==> src/rtl/gated_line_sel_pkg.sv <==
package gated_line_sel_pkg;
    localparam int unsigned SEL_W = 3;
    localparam int unsigned OUT_W = 1 << SEL_W;

    typedef struct packed {
        logic hi;
        logic lo_a_n;
        logic lo_b_n;
    } enables_t;
endpackage

==> src/rtl/gls_enable_qual.sv <==
module gls_enable_qual
    import gated_line_sel_pkg::*;
(
    input  enables_t en_i,
    output logic     en_ok_o
);
    logic en_ok_d;

    always_comb begin
        en_ok_d = en_i.hi & ~en_i.lo_a_n & ~en_i.lo_b_n;
        en_ok_o = en_ok_d;
    end
endmodule

==> src/rtl/gls_minterm.sv <==
module gls_minterm
    import gated_line_sel_pkg::*;
#(
    parameter int unsigned SW = SEL_W,
    localparam int unsigned OW = 1 << SW
) (
    input  logic [SW-1:0] sel_i,
    input  logic          en_ok_i,
    output logic [OW-1:0] hot_o
);
    for (genvar k = 0; k < OW; k++) begin : g_term
        assign hot_o[k] = en_ok_i & (sel_i == SW'(k));
    end

    always_comb begin

        hot_single_chk: assert ($onehot0(hot_o));
    end
endmodule

==> src/rtl/gls_polarity.sv <==
module gls_polarity #(
    parameter int unsigned W = 8
) (
    input  logic [W-1:0] hot_i,
    output logic [W-1:0] line_n_o
);
    logic [W-1:0] line_n_d;

    always_comb begin
        line_n_d = ~hot_i;
        line_n_o = line_n_d;
    end
endmodule

==> src/rtl/gated_line_sel.sv <==
module gated_line_sel
    import gated_line_sel_pkg::*;
(
    input  logic [SEL_W-1:0] sel_i,
    input  logic             en_hi_i,
    input  logic             en_lo_a_n_i,
    input  logic             en_lo_b_n_i,
    output logic [OUT_W-1:0] line_n_o
);
    enables_t         en_d;
    logic             en_ok;
    logic [OUT_W-1:0] hot;

    always_comb begin
        en_d.hi     = en_hi_i;
        en_d.lo_a_n = en_lo_a_n_i;
        en_d.lo_b_n = en_lo_b_n_i;
    end

    gls_enable_qual i_qual (
        .en_i    (en_d),
        .en_ok_o (en_ok)
    );

    gls_minterm #(.SW(SEL_W)) i_term (
        .sel_i   (sel_i),
        .en_ok_i (en_ok),
        .hot_o   (hot)
    );

    gls_polarity #(.W(OUT_W)) i_pol (
        .hot_i    (hot),
        .line_n_o (line_n_o)
    );

    always_comb begin

        hi_off_idle_chk: assert (en_hi_i || line_n_o == '1);

        lo_off_idle_chk: assert (!(en_lo_a_n_i || en_lo_b_n_i) || line_n_o == '1);

        one_low_chk: assert (!en_ok || $countones(~line_n_o) == 1);

        index_low_chk: assert (!en_ok || line_n_o[sel_i] == 1'b0);
    end
endmodule

==> config.mk <==
export PLATFORM = sky130hd
export DESIGN_NAME = gated_line_sel
export DESIGN_NICKNAME = d
export VERILOG_FILES = /design/src/rtl/gated_line_sel_pkg.sv /design/src/rtl/gls_enable_qual.sv /design/src/rtl/gls_minterm.sv /design/src/rtl/gls_polarity.sv /design/src/rtl/gated_line_sel.sv
export SDC_FILE = /design/constraint.sdc
export NUM_CORES = 1
export LEC_CHECK = 0
export BUFFER_PORTS_ARGS = -buffer_cell sky130_fd_sc_hd__buf_2
export CAP_MARGIN = 20
export CELL_PAD_IN_SITES_DETAIL_PLACEMENT = 1
export CELL_PAD_IN_SITES_GLOBAL_PLACEMENT = 2
export CORE_AREA = 4 4 41 43
export DETAILED_ROUTE_END_ITERATION = 16
export DIE_AREA = 0 0 45 47
export PLACE_DENSITY_LB_ADDON = 0.05
export SYNTH_ARGS = -nofsm -noshare
export SYNTH_HDL_FRONTEND = slang
export SYNTH_HIERARCHICAL = 1
export SYNTH_SLANG_ARGS = --single-unit
==> constraint.sdc <==
create_clock -name vclk -period 0.8
set_input_delay 0.08 -clock vclk [all_inputs]
set_output_delay 0.08 -clock vclk [all_outputs]
set_load 0.1 [all_outputs]
==> flow_metrics.tcl <==
set metrics [dict create \
    relSlewSlack_pct 81.0 \
    use_met1_pct 5.62 \
    core-area_um2 1300 \
    grtUsageMet2_pct 5.08 \
    initial_core_util_pct 10.7 \
    switchingPower_w 0.0000597 \
    dr.pass1.iters 1 \
    ir_drop_mv 0.0848 \
    period_minus_slack_ps 1120 \
    regArea_um2 0 \
    synth_area_per_cell_um2 8.17 \
    cp.arrival_ps 1040 \
    clkPwrFrac_pct 0 \
    slew_viol_final 0 \
    synthCells 17 \
    grt_pass1_wl_um 593 \
    hold_depth 4 \
    max_freq_ghz 0.895 \
    grt_antenna_before_repair 0 \
    path_max_fanout 8 \
    use_met3_pct 0.383 \
    nets 40 \
    place_congestion 0.618 \
    combPwrFrac_pct 100.0 \
    setup_ws_ps -318 \
    drc 0 \
    endpoint_kind "output pin" \
    vias 184 \
    seq_cells 0 \
    ys_types 6 \
    cp.required_ps 720 \
    dp_cells 47 \
    wire_per_inst_um 9.85 \
    die_h_um 47 \
    final_layout_size_suffix_gt1_share_pct 96.9 \
    finalHoldViolations 0 \
    cellPowerDensity_nw_per_um2 296 \
    drv_cap 0 \
    yosysSeqAreaShare_pct 0 \
    syn-num-nets 23 \
    nFillCells 160 \
    min_path_type "in2out" \
    overflow 0 \
    dp_hpwl_um 362 \
    track_usage_pct 3.46 \
    rsz0062_at_grt "yes" \
    worst-slew-pin-transition_ps 284 \
    setup_violations 8 \
    fin_area_um2 349 \
    syn_area_um2 139 \
    status "finished with violations" \
    num_antenna_cells 0 \
    num_io_pins 14 \
    io_buffer_count 14 \
    p_seq_share_pct 0 \
    setup.worst_path.class "in2out" \
    fin_crit_sh_pct 140 \
    yosysWarnings 6 \
    cp-start-kind "primary input" \
    vias_per_cell 3.91 \
    violations "setup timing" \
    swShare_pct 57.7 \
    grt_max_degree 9 \
    p_leak_nw 0.130 \
    total_power_w 0.000103 \
    hold-path-endpoint "line_n_o[0]" \
    final_antenna_net_count 0 \
    die_w_um 45 \
    area_delta_synth_final_pct 151 \
    totalWireLength_um 463 \
    fin_setup_tns_ps -2430 \
    row_count 13 \
    multi_input_area_um2 116 \
    cts_setup_buffers 0 \
    gr-max-usage-layer "met1" \
    n_clock_buffer 0 \
    final_cells 47 \
    drt_iter0_markers 0 \
    die-area_um2 2120 \
    hp-start "sel_i[1]" \
    place_area_um2 268 \
    first_global_vias 142 \
    p_int_w 0.0000437 \
]
[how the worst max path moves through the flow]
stage                              to        start  cells past startpoint
after floorplan           line_n_o[1]  en_lo_a_n_i                      3
after global routing      line_n_o[3]  en_lo_a_n_i                      5
after global placement    line_n_o[1]  en_lo_a_n_i                      5
final                     line_n_o[4]  en_lo_a_n_i                      5
after detailed placement  line_n_o[4]  en_lo_a_n_i                      5
after CTS                 line_n_o[4]  en_lo_b_n_i                      5
[power by group through the flow]
stage | Clock, W | Sequential, W | Combinational (W)
2_1_floorplan | 0 | 0 | 0.0000500
3_3_place_gp | 0 | 0 | 0.0000870
3_5_place_dp | 0 | 0 | 0.0000886
4_1_cts | 0 | 0 | 0.000103
5_1_grt | 0 | 0 | 0.000108
6_report | 0 | 0 | 0.000103
[worst max-delay path, stage by stage]
cell        delay, ps
buf_6              90
nor3b_4           290
and4bb_2          300
clkinvlp_4        100
buf_12            170
[what timing repair did]
item / 4_1_cts / 5_1_grt
pin swaps: 8 / 3
hold buffers: 0 / 0
setup endpoints to repair: 8 / 8
gates resized for setup: 21 / 2
[cell families after synthesis]
family | count (synthesis) | share of synthesized area, %
AND/OR/NAND/NOR | 9 | 78.4
buffers and inverters | 8 | 21.6
[per-layer routing]
metal / vias to the layer above / routed length (µm)
met4: 0 / 0
li1: 91 / -
met2: 10 / 192
met5: - / 0
met3: 0 / 41
met1: 83 / 228
[cell usage in the layout (no fill, tap or decap)]
master | synthesis | final
and4_4 | 0 | 1
nor3b_4 | 0 | 1
inv_1 | 8 | 1
nor4b_2 | 1 | 1
buf_2 | 0 | 4
buf_6 | 0 | 8
buf_12 | 0 | 2
and4b_2 | 3 | 3
buf_4 | 0 | 1
clkinvlp_4 | 0 | 7
and4bb_2 | 3 | 3
[synthesized netlist by cell type]
library cell / n / area share, %
inv_1: 8 / 22
and4b_2: 3 / 24
and4bb_2: 3 / 27
and4_2: 1 / 7.2
nor3b_2: 1 / 9.0
nor4b_2: 1 / 11
[through the flow]
stage	utilization (%)	hold slack (ps)	worst slack [ps]
final	26.8	655	-318
after global routing	26.8	675	-386
after CTS	26.2	655	-332
after detailed placement	20.6	826	-438
after global placement	20.6	818	-418
after floorplan	-	661	-282
[final cells by class]
type               count  share of cell area, %
inverters              8                   16.1
multi-input cells      9                   33.3
well taps             15                   5.38
repair buffers        15                   45.2
Power figures use the tool's default switching activity.
